===== src/rtl/sio_pkg.sv =====
package sio_pkg;

  typedef enum logic [1:0] {
    CK_FAST = 2'b00,
    CK_MID  = 2'b01,
    CK_SLOW = 2'b10,
    CK_EXT  = 2'b11
  } cksel_e;

  typedef struct packed {
    logic   done_flag;
    logic   irq_en;
    logic   sck_out_en;
    logic   sdo_out_en;
    cksel_e cksel;
    logic   msb_first;
    logic   busy;
  } mode_t;

  // half-period in system cycles for an internal clock selection
  function automatic int half_period(cksel_e s, int f, int m, int sl);
    case (s)
      CK_FAST: return f;
      CK_MID:  return m;
      CK_SLOW: return sl;
      default: return 1;
    endcase
  endfunction

  // one shift step: the new bit enters at the end opposite the output end
  function automatic logic [7:0] shift_in(logic [7:0] cur, logic b, logic msb);
    return msb ? {cur[6:0], b} : {b, cur[7:1]};
  endfunction

  function automatic logic out_bit(logic [7:0] cur, logic msb);
    return msb ? cur[7] : cur[0];
  endfunction

endpackage


===== src/rtl/sio_mode_reg.sv =====
module sio_mode_reg
  import sio_pkg::*;
(
  input  logic       clk,
  input  logic       rst_n,
  input  logic       wr_mode,
  input  logic [7:0] wdata,
  input  logic       done,
  output mode_t      mode_q,
  output logic       start_req
);

  mode_t w;
  logic  stop_req;

  always_comb begin
    w         = mode_t'(wdata);
    start_req = wr_mode && w.busy && !mode_q.busy;
    stop_req  = wr_mode && !w.busy;
  end

  always_ff @(posedge clk or negedge rst_n) begin
    if (!rst_n) begin
      mode_q <= '0;
    end else begin
      if (wr_mode) begin
        mode_q.irq_en     <= w.irq_en;
        mode_q.sck_out_en <= w.sck_out_en;
        mode_q.sdo_out_en <= w.sdo_out_en;
        mode_q.cksel      <= w.cksel;
        mode_q.msb_first  <= w.msb_first;
      end
      if (done)                              mode_q.done_flag <= 1'b1;
      else if (wr_mode && !w.done_flag)      mode_q.done_flag <= 1'b0;
      if (stop_req)                          mode_q.busy <= 1'b0;
      else if (start_req)                    mode_q.busy <= 1'b1;
      else if (done)                         mode_q.busy <= 1'b0;
    end
  end

  // the flag only falls through an explicit write of 0
  a_r7_flag_sticky: assert property (@(posedge clk) disable iff (!rst_n)
    mode_q.done_flag && !(wr_mode && !wdata[7]) |=> mode_q.done_flag);

  // end of transfer sets the flag and drops the run bit
  a_r6_done_sets_flag: assert property (@(posedge clk) disable iff (!rst_n)
    done && !wr_mode |=> mode_q.done_flag && !mode_q.busy);

  // writing run=0 stops at once
  a_r10_stop_now: assert property (@(posedge clk) disable iff (!rst_n)
    wr_mode && !wdata[0] |=> !mode_q.busy);

endmodule


===== src/rtl/sio_clkgen.sv =====
module sio_clkgen
  import sio_pkg::*;
#(
  parameter int DIV_FAST = 1,
  parameter int DIV_MID  = 4,
  parameter int DIV_SLOW = 16
) (
  input  logic   clk,
  input  logic   rst_n,
  input  logic   run,
  input  cksel_e cksel,
  input  logic   sck_i,
  output logic   sck_int,
  output logic   rise_ev,
  output logic   fall_ev
);

  localparam int CNT_W = $clog2(DIV_SLOW + 1);

  logic [CNT_W-1:0] cnt;
  logic [CNT_W-1:0] hp_m1;
  logic             sck_q;
  logic [2:0]       sync_q;
  logic             is_ext, int_tick, ext_rise, ext_fall;

  always_comb begin
    is_ext   = (cksel == CK_EXT);
    hp_m1    = CNT_W'(half_period(cksel, DIV_FAST, DIV_MID, DIV_SLOW) - 1);
    int_tick = run && !is_ext && (cnt >= hp_m1);
    ext_rise = sync_q[1] && !sync_q[2];
    ext_fall = !sync_q[1] && sync_q[2];
    rise_ev  = is_ext ? (run && ext_rise) : (int_tick && !sck_q);
    fall_ev  = is_ext ? (run && ext_fall) : (int_tick && sck_q);
    sck_int  = sck_q;
  end

  always_ff @(posedge clk or negedge rst_n) begin
    if (!rst_n) begin
      sync_q <= 3'b111;
    end else begin
      sync_q <= {sync_q[1:0], sck_i};
    end
  end

  always_ff @(posedge clk or negedge rst_n) begin
    if (!rst_n) begin
      cnt   <= '0;
      sck_q <= 1'b1;
    end else if (!run || is_ext) begin
      cnt   <= '0;
      sck_q <= 1'b1;
    end else if (int_tick) begin
      cnt   <= '0;
      sck_q <= !sck_q;
    end else begin
      cnt   <= cnt + 1'b1;
    end
  end

  // clock rests high whenever not running
  a_r2_idle_high: assert property (@(posedge clk) disable iff (!rst_n)
    !run |=> sck_q);

  // never both edges in one cycle
  a_r3_edges_exclusive: assert property (@(posedge clk) disable iff (!rst_n)
    !(rise_ev && fall_ev));

endmodule


===== src/rtl/sio_engine.sv =====
module sio_engine
  import sio_pkg::*;
(
  input  logic       clk,
  input  logic       rst_n,
  input  logic       run,
  input  logic       start_req,
  input  logic       rise_ev,
  input  logic       fall_ev,
  input  logic       msb_first,
  input  logic       sdi,
  input  logic       wr_data,
  input  logic [7:0] wdata,
  output logic [7:0] sh_q,
  output logic       sdo,
  output logic       done
);

  logic [2:0] bitcnt;
  logic       rx_q;
  logic       last_rise;

  always_comb begin
    last_rise = rise_ev && (bitcnt == 3'd7);
    done      = run && last_rise;
    sdo       = out_bit(sh_q, msb_first);
  end

  always_ff @(posedge clk or negedge rst_n) begin
    if (!rst_n) begin
      sh_q   <= '0;
      bitcnt <= '0;
      rx_q   <= 1'b0;
    end else if (!run) begin
      if (start_req) bitcnt <= '0;
      if (wr_data)   sh_q   <= wdata;
    end else if (rise_ev) begin
      if (last_rise) begin
        sh_q <= shift_in(sh_q, sdi, msb_first);
      end else begin
        rx_q   <= sdi;
        bitcnt <= bitcnt + 3'd1;
      end
    end else if (fall_ev && bitcnt != 3'd0) begin
      sh_q <= shift_in(sh_q, rx_q, msb_first);
    end
  end

  // shift register only moves on shift edges while running
  a_r9_hold_while_busy: assert property (@(posedge clk) disable iff (!rst_n)
    run && !rise_ev && !fall_ev |=> $stable(sh_q));

  // output moves only at a falling edge or the final rising edge
  a_r4_sdo_on_fall: assert property (@(posedge clk) disable iff (!rst_n)
    run && !fall_ev && !last_rise |=> $stable(sdo));

endmodule


===== src/rtl/sio_shifter.sv =====
module sio_shifter
  import sio_pkg::*;
#(
  parameter int DIV_FAST = 1,
  parameter int DIV_MID  = 4,
  parameter int DIV_SLOW = 16
) (
  input  logic       clk,
  input  logic       rst_n,
  input  logic       bus_wr,
  input  logic       bus_addr,
  input  logic [7:0] bus_wdata,
  output logic [7:0] bus_rdata,
  input  logic       sck_i,
  output logic       sck_o,
  output logic       sck_oe,
  input  logic       sdi,
  output logic       sdo,
  output logic       sdo_oe,
  output logic       irq
);

  mode_t      mode_q;
  logic       start_req, done, rise_ev, fall_ev, sck_int;
  logic       wr_mode, wr_data;
  logic [7:0] sh_q;

  assign wr_mode = bus_wr && !bus_addr;
  assign wr_data = bus_wr &&  bus_addr;

  sio_mode_reg u_mode (
    .clk       (clk),
    .rst_n     (rst_n),
    .wr_mode   (wr_mode),
    .wdata     (bus_wdata),
    .done      (done),
    .mode_q    (mode_q),
    .start_req (start_req)
  );

  sio_clkgen #(
    .DIV_FAST (DIV_FAST),
    .DIV_MID  (DIV_MID),
    .DIV_SLOW (DIV_SLOW)
  ) u_clk (
    .clk     (clk),
    .rst_n   (rst_n),
    .run     (mode_q.busy),
    .cksel   (mode_q.cksel),
    .sck_i   (sck_i),
    .sck_int (sck_int),
    .rise_ev (rise_ev),
    .fall_ev (fall_ev)
  );

  sio_engine u_eng (
    .clk       (clk),
    .rst_n     (rst_n),
    .run       (mode_q.busy),
    .start_req (start_req),
    .rise_ev   (rise_ev),
    .fall_ev   (fall_ev),
    .msb_first (mode_q.msb_first),
    .sdi       (sdi),
    .wr_data   (wr_data),
    .wdata     (bus_wdata),
    .sh_q      (sh_q),
    .sdo       (sdo),
    .done      (done)
  );

  always_comb begin
    bus_rdata = bus_addr ? sh_q : mode_q;
    sck_o     = sck_int;
    sck_oe    = mode_q.sck_out_en && (mode_q.cksel != CK_EXT);
    sdo_oe    = mode_q.sdo_out_en;
    irq       = mode_q.done_flag && mode_q.irq_en;
  end

  // a request only with the flag set
  a_r8_irq_needs_flag: assert property (@(posedge clk) disable iff (!rst_n)
    irq |-> u_mode.mode_q.done_flag);

  // external clock never drives the clock pin
  a_r5_ext_no_drive: assert property (@(posedge clk) disable iff (!rst_n)
    (mode_q.cksel == CK_EXT) |-> !sck_oe);

endmodule


===== config.mk =====
export PLATFORM = sky130hd
export DESIGN_NAME = sio_shifter
export DESIGN_NICKNAME = d
export VERILOG_FILES = /design/src/rtl/sio_pkg.sv /design/src/rtl/sio_mode_reg.sv /design/src/rtl/sio_clkgen.sv /design/src/rtl/sio_engine.sv /design/src/rtl/sio_shifter.sv
export SDC_FILE = /design/constraint.sdc
export NUM_CORES = 1
export LEC_CHECK = 0
export CAP_MARGIN = 20
export CORE_ASPECT_RATIO = 1.5
export CORE_MARGIN = 8
export CORE_UTILIZATION = 45
export CTS_BUF_LIST = sky130_fd_sc_hd__clkbuf_8
export CTS_CLUSTER_SIZE = 20
export DETAILED_ROUTE_END_ITERATION = 6
export PLACE_DENSITY_LB_ADDON = 0.1
export SYNTH_ARGS = -nofsm -noshare
export SYNTH_HDL_FRONTEND = slang
export SYNTH_SLANG_ARGS = --single-unit
export TNS_END_PERCENT = 5

===== constraint.sdc =====
create_clock -name clk -period 3.8 [get_ports clk]
set_clock_uncertainty 0.2 [all_clocks]
set_input_delay 0.76 -clock clk [delete_from_list [all_inputs] [get_ports clk]]
set_output_delay 0.76 -clock clk [all_outputs]
set_load 0.02 [all_outputs]

Word level (Yosys, flattened, before mapping). Cells that the tools add are included.

Output and inout port bits: 13. Bits of input ports: 14. Word-level logic and storage cells: 89. Register bits: 29.

Equality and inequality tests: 9. Reductions and logical operators: 37. Add/sub/neg operators: 3. Bitwise operators: 1. Multiplexer cells: 25. Magnitude comparators: 1.

Operator list (count): $mux W8 (8); $logic_and A1 B1 Y1 (19); $mux W3 (4); $mux W1 (10); $mux W5 (2); $pmux W5 S2 (1); $reduce_and A3 Y1 (3); $logic_not A1 Y1 (8); $reduce_bool A2 Y1 (4); $reduce_bool A3 Y1 (2); $add A5 B1 Y5 const B (1); $ge A5 B5 Y1 (1); $sub A5 B1 Y5 const B (1); $eq A2 B2 Y1 const B (2); $ne A2 B2 Y1 const B (2); $add A3 B1 Y3 const B (1); $eq A3 B3 Y1 const B (1); $ne A3 B1 Y1 const B (1); $ne A3 B3 Y1 const B (1); $eq A2 B1 Y1 const B (1); $ne A2 B1 Y1 const B (1); $logic_or A1 B1 Y1 (1); $not A1 Y1 (1).

Depth between registers and ports, before layout.
Depth after elaboration: 12. Gate-level depth with buffers: 11. Depth with buffers taken out: 10.

Modules after synthesis. From an unflattened synthesis, not the netlist that was laid out.

Cells, all modules: 161. Area, all modules: 1869.3 sq um.

Modules (own cells, without submodules): sio_engine (area each 783.3 sq um, instances 1, seq. area each 300.3 sq um, cells each 70); sio_clkgen (area each 579.3 sq um, instances 1, seq. area each 230.2 sq um, cells each 56); sio_mode_reg (area each 345.3 sq um, instances 1, seq. area each 200.2 sq um, cells each 22); sio_shifter (area each 161.4 sq um, instances 1, seq. area each 0.0 sq um, cells each 13).

Worst setup path after synthesis. OpenSTA, ideal clock, no wires.

Kind: register -> register. From: register u_mode.mode_q[2] (netlist name). To: register u_eng.sh_q[1]. Path buffers: 1. Required time: 3475 ps. Period minus slack after synthesis: 2837 ps. Arrival time: 2512 ps. Setup slack: 963 ps. Setup time: 125 ps. Cell stages (with the launch flop): 12. Cell sequence: dfrtp_1 -> inv_1 -> ha_1 -> inv_1 -> ha_1 -> a21o_1 -> a31oi_4 -> nor4_2 -> o21ba_1 -> buf_6 -> a211oi_4 -> mux2_2.

Word-level cells in the longest chain between the ends: 10. Elaborated cells on any way between the ends: 20. Classes of those cells: 1 x add/sub; 1 x order compare; 5 x eq/ne; 5 x mux; 8 x reduce/logical.

Ends and longest elaborated chain: $eq A2 B2 Y1 / $eq A2 B1 Y1 (equally long branches) (RTL line sio_pkg.sv:22) `case (s)`; $pmux W5 S2 (RTL line sio_pkg.sv:22); $sub A5 B1 Y5 (RTL line sio_clkgen.sv:28) `hp_m1 = CNT_W'(half_period(cksel, DIV_FAST, DIV_MID, DIV_SLOW) - 1);`; $ge A5 B5 Y1 (RTL line sio_clkgen.sv:29) `int_tick = run && !is_ext && (cnt >= hp_m1);`; $logic_and A1 B1 Y1 (RTL line sio_clkgen.sv:29); $logic_and A1 B1 Y1 (on tied branches) (RTL line sio_clkgen.sv:32, sio_clkgen.sv:33); $mux W1 (on tied branches) (RTL line sio_clkgen.sv:32, sio_clkgen.sv:33); $logic_and A1 B1 Y1 (on tied branches) (RTL line sio_engine.sv:24, sio_engine.sv:44); $ne A3 B3 Y1 (no line) / $ne A3 B1 Y1 (equally long branches); $reduce_and A3 Y1 (no line); end signal: assignment (RTL line sio_engine.sv:36) `if (wr_data) sh_q <= wdata;`; end signal: assignment (RTL line sio_engine.sv:39) `sh_q <= shift_in(sh_q, sdi, msb_first);`; end signal: assignment (RTL line sio_engine.sv:45) `sh_q <= shift_in(sh_q, rx_q, msb_first);`; end: declaration (RTL line sio_engine.sv:14) `output logic [7:0] sh_q,`.

Several ways; a longest one is shown, not always the timed one. A chain may end at the register's enable or synchronous reset.

Final worst setup path.
From: input bus_addr. To: output bus_rdata[6].

Word-level cells in the longest chain between the ends: 1.

Ends and longest elaborated chain: start: declaration (RTL line sio_shifter.sv:11) `input logic bus_addr,`; $mux W8 (RTL line sio_shifter.sv:73) `bus_rdata = bus_addr ? sh_q : mode_q;`; end: declaration (RTL line sio_shifter.sv:13) `output logic [7:0] bus_rdata,`.

Every way passes these cells.

==> impl_metrics.toml <==
[global_routing]
grt_pass1_vias = 1451
grt_overflow = 0
track_usage_pct = 13.6
grt_pass1_wl_um = 6590
antenna_found_initial = 0
grt_max_degree = 30

[detailed_routing]
drc_errors = 0
dr.pass1.iters = 4
via_per_inst = 5.26
wl_per_cell_um = 15.8
ant_nets = 0
drtIter0Drc = 33
vias = 1298
wl_um = 3890

[place]
placed_cell_area_um2 = 2060
place_congestion = 0.734
portBuffers = 26
place_hpwl_um = 2950
dp_slack_ns = 0.323

[clock_tree]
clockBufferDepth = 2
clk_latency_ns = 0.28
path_clk_slew_ns = 0.07
ctsHoldBuffers = 0
cts_tree = "built"
clock-sinks = 29
cts_setup_buffers = 0
clockRootBuffer = "clkbuf_8"
cts_buffers = 5
cts_resized = 0
htreeDepth = 2

[power_and_ir_drop]
power.leakage_nw = 0.968
pwr-share-seq_pct = 37.2
switchingPower_w = 0.000436
comb_power_share_pct = 36.5
p_int_w = 0.000846
power.density_nw_per_um2 = 588
clockPowerShare_pct = 26.3
switching_share_pct = 34.0
vdd_ir_drop_max_uv = 368

[floorplan]
dieArea_um2 = 6260
ios = 27
core_area_um2 = 3890
num_rows = 28
initial_core_util_pct = 45.8
die_w_um = 67.3
die_h_um = 93.0

[sta]
finalSetupTns_ns = 0
finalHoldViolCount = 0
fin_ws_ns = 0.310
period_needed_ns = 3.49
worst_slew_pin_slew_ns = 0.549
post-route-period-util_pct = 91.8
relSlewSlack_pct = 63.3
fmax_mhz = 287
setup_viol = 0
maxSlewViolCount = 0
grt_setup_unrepaired = "false"

[layout]
synthToLayoutAreaGrowth_pct = 22.6
nNetsFinal = 227
layout-drive-gt1-share_pct = 18.3
post-route-cell-area_um2 = 2180
num_antenna_cells = 0

[logic_synthesis]
synth_top_area_share_pct = 35.2
ys_ff_latch = 29
synth.most_common_cell = "dfrtp_1"
synth_ff_type = "dfrtp_1"
synth_area_leaders = "dfrtp_1 35%, mux2_2 12%, ha_1 8.4%, dfstp_2 5.9%, mux2i_1 4.5%"
synth.distinct_cells = 36
synth_area_um2 = 1780
yosysWarnings = 0
ys_async_sr_fraction_pct = 100
synth-edff-count = 0
synth_common_cells = "25 x dfrtp_1, 19 x mux2_2, 14 x nor2_1"
ys_seq_area_share_pct = 41.1
synth_top_cell_by_area = "dfrtp_1"
postSynthAreaPerCell_um2 = 10.3
synthesis.nets = 199
synthCells = 173

[job]
maxCapViolCount = 0

[setup_path]
end_kind = "output pin"
worstPathMaxFanout = 13
crit_path_cell_trace = "clkdlybuf4s50_1 -> mux2_2 -> clkdlybuf4s50_1"
worst_ep_arrival_time_ns = 2.53
slowest_delay_ns = 0.82
required_ns = 2.84
crit_path_top_delay_cell = "clkdlybuf4s50_1"
crit_type = "primary input to output pin"
cp_common_cell = "clkdlybuf4s50_1"
start_kind = "primary input"

[hold_path]
hold_class = "flip-flop to flip-flop"

[run_status]
status = "completed"
layer usage:
layer / up-vias / track usage [%] / share of wire, %
met5: - / 0 / 0
met4: 0 / 6.48 / 1.6
met3: 6 / 4.31 / 4.2
met2: 21 / 24.1 / 54
met1: 615 / 13.8 / 40
li1: 656 / - / -
final timing paths:
check | startpoint | to | slack (ns) | cells after the start
min in group asynchronous | rst_n | u_clk.cnt[2]$_DFF_PN0_ | 0.66 | 2
setup / recovery | bus_addr | bus_rdata[6] | 0.31 | 3
hold / removal | u_clk.sync_q[0]$_DFF_PN1_ | u_clk.sync_q[1]$_DFF_PN1_ | 0.17 | 0
max in group asynchronous | rst_n | u_clk.sck_int$_DFFE_PN1P_ | 2.43 | 2
hold reg to reg | u_clk.sync_q[0]$_DFF_PN1_ | u_clk.sync_q[1]$_DFF_PN1_ | 0.17 | 0
setup reg to reg | u_mode.mode_q[2]$_DFFE_PN0P_ | u_eng.sh_q[3]$_DFFE_PN0P_ | 0.61 | 9
cells in the final DEF (no fill, tap or decap), types with 2 or more instances in the layout:
master	count
nand3b_1	2
nand3_1	3
xnor2_1	4
mux2i_1	8
mux2_2	19
o211ai_1	2
dfrtp_1	25
nand2_1	13
nor2_1	14
nand2b_1	4
nor2b_1	3
ha_1	12
clkbuf_8	6
clkdlybuf4s50_1	26
inv_1	13
a21oi_1	9
o21ai_0	12
buf_4	2
xor2_1	2
dfstp_2	4
o311ai_0	2
o31ai_1	2
layout make-up:
| cell class | instances | area [µm²] |
|---|---|---|
| Clock inverter | 2 | 37.5 |
| Sequential cell | 29 | 731 |
| Timing Repair Buffer | 28 | 275 |
| Inverter | 13 | 48.8 |
| Multi-Input combinational cell | 124 | 951 |
| Clock buffer | 6 | 82.6 |
| Fill cell | 352 | 1710 |
| Tap cell | 45 | 56.3 |
state kept, by name (all words and copies together), names as in the netlist:
| register | flops |
|---|---|
| u_clk.cnt | 5 |
| u_clk.sck_int | 1 |
| u_clk.sync_q | 3 |
| u_eng.bitcnt | 3 |
| u_eng.rx_q | 1 |
| u_eng.sh_q | 8 |
| u_mode.mode_q | 8 |
cell families (layout without fill, tap and decap cells):
logic type	Yosys count	after routing	share of synthesized area [%]
XOR/XNOR	6	6	2.95
adder cells (fa/ha/maj)	12	12	8.44
AND/OR/NAND/NOR	44	44	12.0
buffers and inverters	20	49	5.49
multiplexers	27	27	16.5
AO/OA/AOI/OAI	35	35	13.6
flip-flops	29	29	41.1
power groups by stage:
stage                     Sequential [W]  Clock (W)  Combinational [W]
after floorplan                 0.000449          0           0.000335
after global placement          0.000480          0           0.000458
after detailed placement        0.000485          0           0.000472
after CTS                       0.000479   0.000347           0.000477
after global routing            0.000491   0.000361           0.000515
final                           0.000477   0.000337           0.000468
critical path: cells and delay by family:
kind / cells / cell delay (ns)
buf+inv: 2 / 1.37
mux: 1 / 0.40
through the flow:
stage               util, %  power, W  instances  hold WS (ns)
floorplan                 -  0.000784        173         0.145
global placement       53.0  0.000939        239         0.154
detailed placement     53.0  0.000957        239         0.157
CTS                    56.1   0.00130        247         0.170
global route           56.1   0.00137        247         0.170
finish                 56.1   0.00128        247         0.168
No activity file was read; power rests on OpenSTA's default activity.
